[config.mk]
export PLATFORM = sky130hd
export DESIGN_NAME = branch_stack_seq
export DESIGN_NICKNAME = d
export VERILOG_FILES = /design/src/rtl/bsq_pkg.sv /design/src/rtl/bsq_cond.sv /design/src/rtl/bsq_ctrl.sv /design/src/rtl/bsq_dpath.sv /design/src/rtl/branch_stack_seq.sv
export SDC_FILE = /design/constraint.sdc
export NUM_CORES = 1
export LEC_CHECK = 0
export BUFFER_PORTS_ARGS = -buffer_cell sky130_fd_sc_hd__buf_2
export CORE_MARGIN = 5
export CORE_UTILIZATION = 28
export DETAILED_ROUTE_END_ITERATION = 6
export SLEW_MARGIN = 10
export SYNTH_ARGS = -nofsm -noshare
export SYNTH_HDL_FRONTEND = slang
export SYNTH_HIERARCHICAL = 1
export SYNTH_SLANG_ARGS = --single-unit
export TNS_END_PERCENT = 20
[constraint.sdc]
create_clock -name clk -period 3.95 [get_ports clk]
set_clock_uncertainty 0.15 [all_clocks]
set_input_delay 0.1975 -clock clk [delete_from_list [all_inputs] [get_ports clk]]
set_output_delay 0.1975 -clock clk [all_outputs]
set_load 0.01 [all_outputs]
[src/rtl/bsq_pkg.sv]
`timescale 1ns/1ps
package bsq_pkg;

  typedef enum logic [2:0] {
    OP_JABS = 3'd0,
    OP_JREL = 3'd1,
    OP_CALL = 3'd2,
    OP_RET  = 3'd3,
    OP_RETI = 3'd4,
    OP_RST  = 3'd5,
    OP_JHL  = 3'd6,
    OP_NONE = 3'd7
  } op_e;

  typedef enum logic [2:0] {
    CC_ALWAYS = 3'd0,
    CC_CSET   = 3'd1,
    CC_ZSET   = 3'd2,
    CC_CCLR   = 3'd3,
    CC_ZCLR   = 3'd4
  } cc_e;

  typedef enum logic [3:0] {
    ST_IDLE,
    ST_OPND_LO,
    ST_OPND_HI,
    ST_INTERNAL,
    ST_PUSH_HI,
    ST_PUSH_LO,
    ST_POP_LO,
    ST_POP_HI,
    ST_SETTLE
  } step_e;

endpackage

[src/rtl/bsq_cond.sv]
`timescale 1ns/1ps
module bsq_cond
  import bsq_pkg::*;
(
  input  logic [2:0] cc,
  input  logic       fc,
  input  logic       fz,
  output logic       taken
);

  always_comb begin
    case (cc)
      3'(CC_CSET): taken = fc;
      3'(CC_ZSET): taken = fz;
      3'(CC_CCLR): taken = !fc;
      3'(CC_ZCLR): taken = !fz;
      default:     taken = 1'b1;
    endcase
  end

endmodule

[src/rtl/bsq_ctrl.sv]
`timescale 1ns/1ps
module bsq_ctrl
  import bsq_pkg::*;
(
  input  logic       clk,
  input  logic       rst_n,
  input  logic       start,
  input  logic [2:0] op_sel,
  input  logic [2:0] cond_sel,
  input  logic       flag_c,
  input  logic       flag_z,
  input  logic       taken,
  output step_e      state,
  output logic [2:0] cc_q,
  output logic       fc_q,
  output logic       fz_q,
  output logic       start_acc,
  output logic       idle,
  output logic       done,
  output logic       ie_set
);

  step_e nxt;
  op_e   op_q;
  op_e   op_in;
  logic  fin;

  assign op_in     = op_e'(op_sel);
  assign idle      = (state == ST_IDLE);
  assign start_acc = idle && start;

  always_comb begin
    nxt = state;
    fin = 1'b0;
    case (state)
      ST_IDLE: begin
        if (start) begin
          case (op_in)
            OP_JABS, OP_JREL, OP_CALL: nxt = ST_OPND_LO;
            OP_RET:  nxt = (cond_sel == 3'(CC_ALWAYS)) ? ST_POP_LO : ST_INTERNAL;
            OP_RETI: nxt = ST_POP_LO;
            OP_RST:  nxt = ST_INTERNAL;
            default: fin = 1'b1;
          endcase
        end
      end
      ST_OPND_LO: begin
        if (op_q == OP_JREL) begin
          if (taken) nxt = ST_SETTLE;
          else       fin = 1'b1;
        end else begin
          nxt = ST_OPND_HI;
        end
      end
      ST_OPND_HI: begin
        if (!taken)              fin = 1'b1;
        else if (op_q == OP_CALL) nxt = ST_INTERNAL;
        else                     nxt = ST_SETTLE;
      end
      ST_INTERNAL: begin
        if (op_q == OP_RET) begin
          if (taken) nxt = ST_POP_LO;
          else       fin = 1'b1;
        end else begin
          nxt = ST_PUSH_HI;
        end
      end
      ST_PUSH_HI: nxt = ST_PUSH_LO;
      ST_PUSH_LO: fin = 1'b1;
      ST_POP_LO:  nxt = ST_POP_HI;
      ST_POP_HI:  nxt = ST_SETTLE;
      ST_SETTLE:  fin = 1'b1;
      default:    fin = 1'b1;
    endcase
    if (fin) nxt = ST_IDLE;
  end

  always_ff @(posedge clk or negedge rst_n) begin
    if (!rst_n) begin
      state  <= ST_IDLE;
      op_q   <= OP_NONE;
      cc_q   <= 3'(CC_ALWAYS);
      fc_q   <= 1'b0;
      fz_q   <= 1'b0;
      done   <= 1'b0;
      ie_set <= 1'b0;
    end else begin
      state  <= nxt;
      done   <= fin;
      ie_set <= fin && (op_q == OP_RETI) && !idle;
      if (start_acc) begin
        op_q <= op_in;
        cc_q <= cond_sel;
        fc_q <= flag_c;
        fz_q <= flag_z;
      end
    end
  end

endmodule

[src/rtl/bsq_dpath.sv]
`timescale 1ns/1ps
module bsq_dpath
  import bsq_pkg::*;
#(
  parameter int DATA_W     = 8,
  parameter int VEC_W      = 3,
  parameter int VEC_STRIDE = 8,
  localparam int ADDR_W    = 2 * DATA_W
) (
  input  logic              clk,
  input  logic              rst_n,
  input  step_e             state,
  input  logic              start_acc,
  input  logic [2:0]        op_sel,
  input  logic [VEC_W-1:0]  vec_sel,
  input  logic [ADDR_W-1:0] pc_in,
  input  logic [ADDR_W-1:0] sp_in,
  input  logic [ADDR_W-1:0] hl_in,
  input  logic [DATA_W-1:0] mem_rdata,
  output logic [ADDR_W-1:0] mem_addr,
  output logic [DATA_W-1:0] mem_wdata,
  output logic              mem_rd,
  output logic              mem_wr,
  output logic [ADDR_W-1:0] pc_q,
  output logic [ADDR_W-1:0] sp_q
);

  localparam logic [ADDR_W-1:0] ONE = ADDR_W'(1);

  logic [DATA_W-1:0] lo_q;
  logic [ADDR_W-1:0] tgt_q;
  logic [ADDR_W-1:0] rel_off;
  logic [ADDR_W-1:0] vec_addr;
  logic [ADDR_W-1:0] sp_dec;

  assign rel_off  = {{DATA_W{mem_rdata[DATA_W-1]}}, mem_rdata};
  assign vec_addr = ADDR_W'(vec_sel) * ADDR_W'(VEC_STRIDE);
  assign sp_dec   = sp_q - ONE;

  always_comb begin
    mem_addr  = pc_q;
    mem_wdata = '0;
    mem_rd    = 1'b0;
    mem_wr    = 1'b0;
    case (state)
      ST_OPND_LO, ST_OPND_HI: begin
        mem_addr = pc_q;
        mem_rd   = 1'b1;
      end
      ST_POP_LO, ST_POP_HI: begin
        mem_addr = sp_q;
        mem_rd   = 1'b1;
      end
      ST_PUSH_HI: begin
        mem_addr  = sp_dec;
        mem_wdata = pc_q[ADDR_W-1:DATA_W];
        mem_wr    = 1'b1;
      end
      ST_PUSH_LO: begin
        mem_addr  = sp_dec;
        mem_wdata = pc_q[DATA_W-1:0];
        mem_wr    = 1'b1;
      end
      default: ;
    endcase
  end

  always_ff @(posedge clk or negedge rst_n) begin
    if (!rst_n) begin
      pc_q  <= '0;
      sp_q  <= '0;
      lo_q  <= '0;
      tgt_q <= '0;
    end else if (start_acc) begin
      pc_q  <= (op_sel == 3'(OP_JHL)) ? hl_in : pc_in;
      sp_q  <= sp_in;
      tgt_q <= vec_addr;
    end else begin
      case (state)
        ST_OPND_LO: begin
          pc_q  <= pc_q + ONE;
          lo_q  <= mem_rdata;
          tgt_q <= pc_q + ONE + rel_off;
        end
        ST_OPND_HI: begin
          pc_q  <= pc_q + ONE;
          tgt_q <= {mem_rdata, lo_q};
        end
        ST_PUSH_HI: sp_q <= sp_dec;
        ST_PUSH_LO: begin
          sp_q <= sp_dec;
          pc_q <= tgt_q;
        end
        ST_POP_LO: begin
          sp_q <= sp_q + ONE;
          lo_q <= mem_rdata;
        end
        ST_POP_HI: begin
          sp_q  <= sp_q + ONE;
          tgt_q <= {mem_rdata, lo_q};
        end
        ST_SETTLE: pc_q <= tgt_q;
        default: ;
      endcase
    end
  end

endmodule

[src/rtl/branch_stack_seq.sv]
`timescale 1ns/1ps
module branch_stack_seq
  import bsq_pkg::*;
#(
  parameter int DATA_W     = 8,
  parameter int VEC_W      = 3,
  parameter int VEC_STRIDE = 8,
  localparam int ADDR_W    = 2 * DATA_W
) (
  input  logic              clk,
  input  logic              rst_n,
  input  logic              start,
  input  logic [2:0]        op_sel,
  input  logic [2:0]        cond_sel,
  input  logic [VEC_W-1:0]  vec_sel,
  input  logic              flag_c,
  input  logic              flag_z,
  input  logic [ADDR_W-1:0] pc_in,
  input  logic [ADDR_W-1:0] sp_in,
  input  logic [ADDR_W-1:0] hl_in,
  input  logic [DATA_W-1:0] mem_rdata,
  output logic [ADDR_W-1:0] mem_addr,
  output logic [DATA_W-1:0] mem_wdata,
  output logic              mem_rd,
  output logic              mem_wr,
  output logic [ADDR_W-1:0] pc_out,
  output logic [ADDR_W-1:0] sp_out,
  output logic              ie_set,
  output logic              done
);

  step_e      state_w;
  logic [2:0] cc_w;
  logic       fc_w;
  logic       fz_w;
  logic       taken_w;
  logic       start_acc_w;
  logic       idle_w;

  bsq_cond u_cond (
    .cc    (cc_w),
    .fc    (fc_w),
    .fz    (fz_w),
    .taken (taken_w)
  );

  bsq_ctrl u_ctrl (
    .clk       (clk),
    .rst_n     (rst_n),
    .start     (start),
    .op_sel    (op_sel),
    .cond_sel  (cond_sel),
    .flag_c    (flag_c),
    .flag_z    (flag_z),
    .taken     (taken_w),
    .state     (state_w),
    .cc_q      (cc_w),
    .fc_q      (fc_w),
    .fz_q      (fz_w),
    .start_acc (start_acc_w),
    .idle      (idle_w),
    .done      (done),
    .ie_set    (ie_set)
  );

  bsq_dpath #(
    .DATA_W     (DATA_W),
    .VEC_W      (VEC_W),
    .VEC_STRIDE (VEC_STRIDE)
  ) u_dpath (
    .clk       (clk),
    .rst_n     (rst_n),
    .state     (state_w),
    .start_acc (start_acc_w),
    .op_sel    (op_sel),
    .vec_sel   (vec_sel),
    .pc_in     (pc_in),
    .sp_in     (sp_in),
    .hl_in     (hl_in),
    .mem_rdata (mem_rdata),
    .mem_addr  (mem_addr),
    .mem_wdata (mem_wdata),
    .mem_rd    (mem_rd),
    .mem_wr    (mem_wr),
    .pc_q      (pc_out),
    .sp_q      (sp_out)
  );

endmodule

Yosys cells after proc, flatten, opt, wreduce, memory -nomap -nowiden
Cells that the tools add are included.
Cells by class
  eq/ne operators: 27
  mux-type cells: 29
  bitwise operators: 1
  reductions and logical operators: 25
  add/subtract/negate cells: 4
Operators with widths (number)
  one-hot mux 16 bit (2 select lines): 4
  2-to-1 mux 16 bit: 4
  adder 16 x 1 -> 16 bit (second input constant): 2
  2-to-1 mux 4 bit: 8
  one-hot mux 4 bit (7 select lines): 1
  == test 3 x 2 -> 1 bit (second input constant): 6
  adder 16 bit: 1
  == test 4 x 3 -> 1 bit (second input constant): 4
  one-hot mux 4 bit (4 select lines): 1
  one-hot mux 8 bit (2 select lines): 1
  subtractor 16 x 1 -> 16 bit (second input constant): 1
  == test 3 bit (second input constant): 5
  OR reduction 2 bit: 6
  == test 3 x 1 -> 1 bit (second input constant): 3
  nonzero test 3 bit: 3
  == test 4 x 2 -> 1 bit (second input constant): 2
  != test 4 x 2 -> 1 bit (second input constant): 2
  nonzero test 8 bit: 1
  2-to-1 mux 1 bit: 7
  zero test 3 bit: 2
  != test 6 bit (second input constant): 1
  AND reduction 6 bit: 1
  OR reduction 3 bit: 2
  OR reduction 6 bit: 1
  other kinds (13): 17
Storage, ports and cells
  register bits after elaboration: 70
  logic and storage cells: 97
  input port bits: 70
  output and inout bits: 60

Logic depth before layout (Yosys ltp)
  word-level depth: 7
  gate-level depth with buffers: 14

By module
The synthesis kept the hierarchy.
Modules (own cells, without submodules)
  bsq_dpath: cells each 578, area each 4842.1 um2, sequential area each 1401.3 um2, instances 1
  bsq_ctrl: cells each 77, area each 822.0 um2, sequential area each 354.1 um2, instances 1
  bsq_cond: cells each 7, area each 38.8 um2, sequential area each 0.0 um2, instances 1

Worst setup path after synthesis
No wires, ideal clock.
  path type: register -> register
  start point: register u_dpath.pc_q[1]
  end point: register u_dpath.tgt_q[15]
  stages on the path, launching flop included: 15
  path slack: 0.780 ns
  required time: 3.664 ns
  library setup time: 0.136 ns
  data arrival time: 2.884 ns
  cells stage by stage: dfrtp_1 -> ha_1 -> nand3_1 -> nor2_1 -> and4_1 -> xnor2_1 -> inv_1 -> ha_1 -> clkbuf_1 -> a21o_1 -> o21bai_1 -> a31oi_1 -> a2111oi_0 -> a2111oi_0 -> nand2_1
Between the ends
  longest elaborated chain between the ends: 4
Ends and longest elaborated chain
  from (decl): RTL line bsq_dpath.sv:24  | output logic [ADDR_W-1:0] pc_q,
  from (signal assigned): RTL line bsq_dpath.sv:75  | pc_q <= (op_sel == 3'(OP_JHL)) ? hl_in : pc_in;
  from (signal assigned): RTL line bsq_dpath.sv:81  | pc_q <= pc_q + ONE;
  from (signal assigned): RTL line bsq_dpath.sv:86  | pc_q <= pc_q + ONE;
  adder 16 x 1 -> 16 bit: RTL line bsq_dpath.sv:83  | tgt_q <= pc_q + ONE + rel_off;
  adder 16 bit: RTL line bsq_dpath.sv:83
  one-hot mux 16 bit (2 select lines): RTL line bsq_dpath.sv:79  | case (state)
  2-to-1 mux 16 bit: RTL line bsq_dpath.sv:74  | end else if (start_acc) begin
  to (signal assigned): RTL line bsq_dpath.sv:77  | tgt_q <= vec_addr;
  to (signal assigned): RTL line bsq_dpath.sv:83
  to (signal assigned): RTL line bsq_dpath.sv:87  | tgt_q <= {mem_rdata, lo_q};
  to (decl): RTL line bsq_dpath.sv:31  | logic [ADDR_W-1:0] tgt_q;
No other way between the ends.
A chain may end at the register's enable or synchronous reset.

Final worst setup path
  start point: register u_dpath.pc_q[0]
  end point: register u_dpath.tgt_q[15]
Same word-level chain as after synthesis.

==> results.json <==
{
  "hp-start": "mem_rdata[4]",
  "core_area_um2": 20200,
  "nFillCells": 2147,
  "min_path_type": "in -> reg",
  "drv_slew": 0,
  "timing.rr.start": "u_dpath/pc_q[0]",
  "grt_antenna_before_repair": 0,
  "synth_top_area_share_pct": 29.4,
  "fin_crit_sh_pct": 88.5,
  "die_w_um": 153,
  "root_buffer": "clkbuf_16",
  "r2r_slack_ns": 0.45,
  "yosysWarnings": 6,
  "power_density_nw_per_um2": 875,
  "dieArea_um2": 23300,
  "initial_utilization_pct": 28.3,
  "numCtsBuffers": 9,
  "grt_max_degree": 71,
  "design_area_um2": 7230,
  "gr-total-overflow": 0,
  "finalHoldViolations": 0,
  "portBuffers": 129,
  "grt_pass1_wl_um": 30700,
  "route.detailed.drc": 0,
  "crit_path_start_kind": "flip-flop",
  "fin_nets": 897,
  "path_clk_slew_ns": 0.06,
  "die_y_um": 153,
  "drive_gt1_share_pct": 27.0,
  "wire_per_inst_um": 17.7,
  "period_minus_slack_ns": 3.50,
  "outcome": "finished, final reports clean",
  "crit_type": "reg -> reg",
  "dpl_worst_slack_ns": 0.518,
  "setup_slack_ns": 0.455,
  "wl_um": 19100,
  "drt_first_pass_iters": 5,
  "routabilityCongestion": 0.870,
  "cp-end-kind": "flip-flop",
  "diodes": 0,
  "p_leak_nw": 3.21,
  "yosysTopAreaCell": "dfrtp_1",
  "hold_depth": 3,
  "fp-row-count": 52,
  "fmax_mhz": 286,
  "rr_worst_depth": 13,
  "crit_fanout": 7,
  "dpl.hpwl_um": 14200,
  "synth-main-ff-cell": "dfrtp_1",
  "dr_total_vias": 5479,
  "grt_setup_unrepaired": "no",
  "ys_ff_latch": 70,
  "syn_inst": 662,
  "final_common_cell": "buf_2",
  "drt-initial-drc-count": 418,
  "cts_setup_buffers": 0,
  "synth_edf_count": 0,
  "relSlewSlack_pct": 33.9,
  "final_cell_mix": "buf_2 (128), dfrtp_1 (67), nand2_1 (61)",
  "clk_latency_ns": 0.35,
  "grt_pass1_vias": 5442,
  "final-seq-area_um2": 1760,
  "utilization_pct": 35.8,
  "grtUsageTotal_pct": 16.3,
  "synthToLayoutAreaGrowth_pct": 26.7,
  "syn_area_um2": 5700,
  "synth_fp_nets": 754,
  "multiInputGateArea_um2": 3690,
  "htreeDepth": 3,
  "synthArstFlopShare_pct": 100,
  "hold_ws_ns": 0.00974,
  "fin_setup_tns_ns": 0,
  "ant_nets": 0,
  "crit_required_ns": 4.02,
  "arrival_ns": 3.56,
  "clock-sinks": 70,
  "postSynthAreaPerCell_um2": 8.61,
  "peakVddDrop_uv": 261,
  "max_slew.worst_pin.slew_ns": 0.991,
  "cts_max_path_buffers": 2,
  "r2r-end": "u_dpath/tgt_q[15]",
  "setup_viol": 0,
  "maxCapViolations": 0,
  "yosysSeqAreaShare_pct": 30.8,
  "ios": 130,
  "cts_tree": "yes",
  "via_per_inst": 5.07,
  "placed_area_um2": 6610,
  "synth_cell_types": 72,
  "ys_top_cells_by_area": "dfrtp_1 (29%), mux2_2 (7.7%), xnor2_1 (4.8%)",
  "holdPathEnd": "u_dpath/tgt_q[12]"
}
[layout make-up]
cell class                 count  area share [%]
multi-input combinational    530            51.0
clock inverter                 7            1.23
inverter                      21            1.09
clock buffer                   9            3.12
sequential                    70            24.3
tap                          270            4.67
timing repair buffer         173            14.6
[Yosys cell counts (4+ instances only)]
master and count:
mux2_2 39, and3_1 6, nand2b_1 12, o21ai_1 12, o21ai_0 46, xor2_1 29, clkbuf_1 27, nand4_1 8
nand2_1 61, nor3_1 15, a21oi_1 44, nand3_1 15, a211o_1 4, a211oi_1 6, or3_1 5, a31oi_1 7
ha_1 21, a21o_1 6, dfrtp_1 67, xnor2_1 31, a22oi_1 10, o211ai_1 8, buf_2 10, nor2_1 49
o31ai_1 5, mux2i_1 25, inv_1 21
[layer usage]
| metal | vias to the layer above | part of all wire, % | GRT usage [%] |
|---|---|---|---|
| li1 | 2686 | - | - |
| met1 | 2598 | 47 | 22.5 |
| met2 | 172 | 46 | 25.3 |
| met3 | 23 | 5.1 | 2.98 |
| met4 | 0 | 2.5 | 6.83 |
| met5 | - | 0 | 0 |
[where the power goes]
group          total, W  switching [W]  internal (W)
clock network  0.000887       0.000337      0.000550
logic           0.00378        0.00215       0.00164
registers       0.00165       0.000563       0.00109
[registers in the layout, summed over array words and instances (netlist names)]
signal / count
u_ctrl/fz_q: 1
u_ctrl/op_q: 3
u_dpath/tgt_q: 16
u_dpath/pc_q: 16
u_ctrl/fc_q: 1
u_dpath/lo_q: 8
u_ctrl/ie_set: 1
u_dpath/sp_q: 16
u_ctrl/cc_q: 3
u_ctrl/state: 4
u_ctrl/done: 1
[how the worst max path moves through the flow]
stage | startpoint | endpoint | slack, ns
2_1_floorplan | u_dpath/pc_q[1] | u_dpath/tgt_q[15] | 0.78
3_5_place_dp | u_dpath/pc_q[0] | u_dpath/tgt_q[15] | 0.52
5_1_grt | u_dpath/pc_q[0] | u_dpath/tgt_q[15] | 0.05
6_report | u_dpath/pc_q[0] | u_dpath/tgt_q[15] | 0.45
4_1_cts | u_dpath/pc_q[0] | u_dpath/tgt_q[15] | 0.46
3_3_place_gp | u_dpath/pc_q[0] | u_dpath/tgt_q[15] | 0.58
[worst max-delay path, cell delays in order, from the launching register on]
cell and delay [ns]:
dfrtp_1 0.45, ha_1 0.23, nand3_1 0.16, nor2_1 0.24
and4_1 0.24, xnor2_1 0.14, inv_1 0.09, ha_1 0.38
a21o_1 0.21, o21bai_1 0.17, a31oi_1 0.28, a2111oi_0 0.15
a2111oi_0 0.40, nand2_1 0.08
[kinds of logic after synthesis]
kind of cell    count (synthesis)  synth area share [%]
mux                            64                  12.1
fa+ha+maj                      22                  4.96
flops                          70                  30.8
buf+inv                        62                  4.56
xor+xnor                       60                  9.21
compound gates                176                  19.2
simple gates                  208                  19.2
[what timing repair did]
item	in CTS	in global routing
resized for setup	0	0
hold buffers	30	0
endpoints found under the hold margin	96	0
[through the flow]
step,total power [W],cells
4_1_cts,0.00632,1080
6_report,0.00632,1080
3_5_place_dp,0.00537,1034
3_3_place_gp,0.00536,1034
5_1_grt,0.00684,1080
2_1_floorplan,0.00420,662
Power figures use the tool's default switching activity.
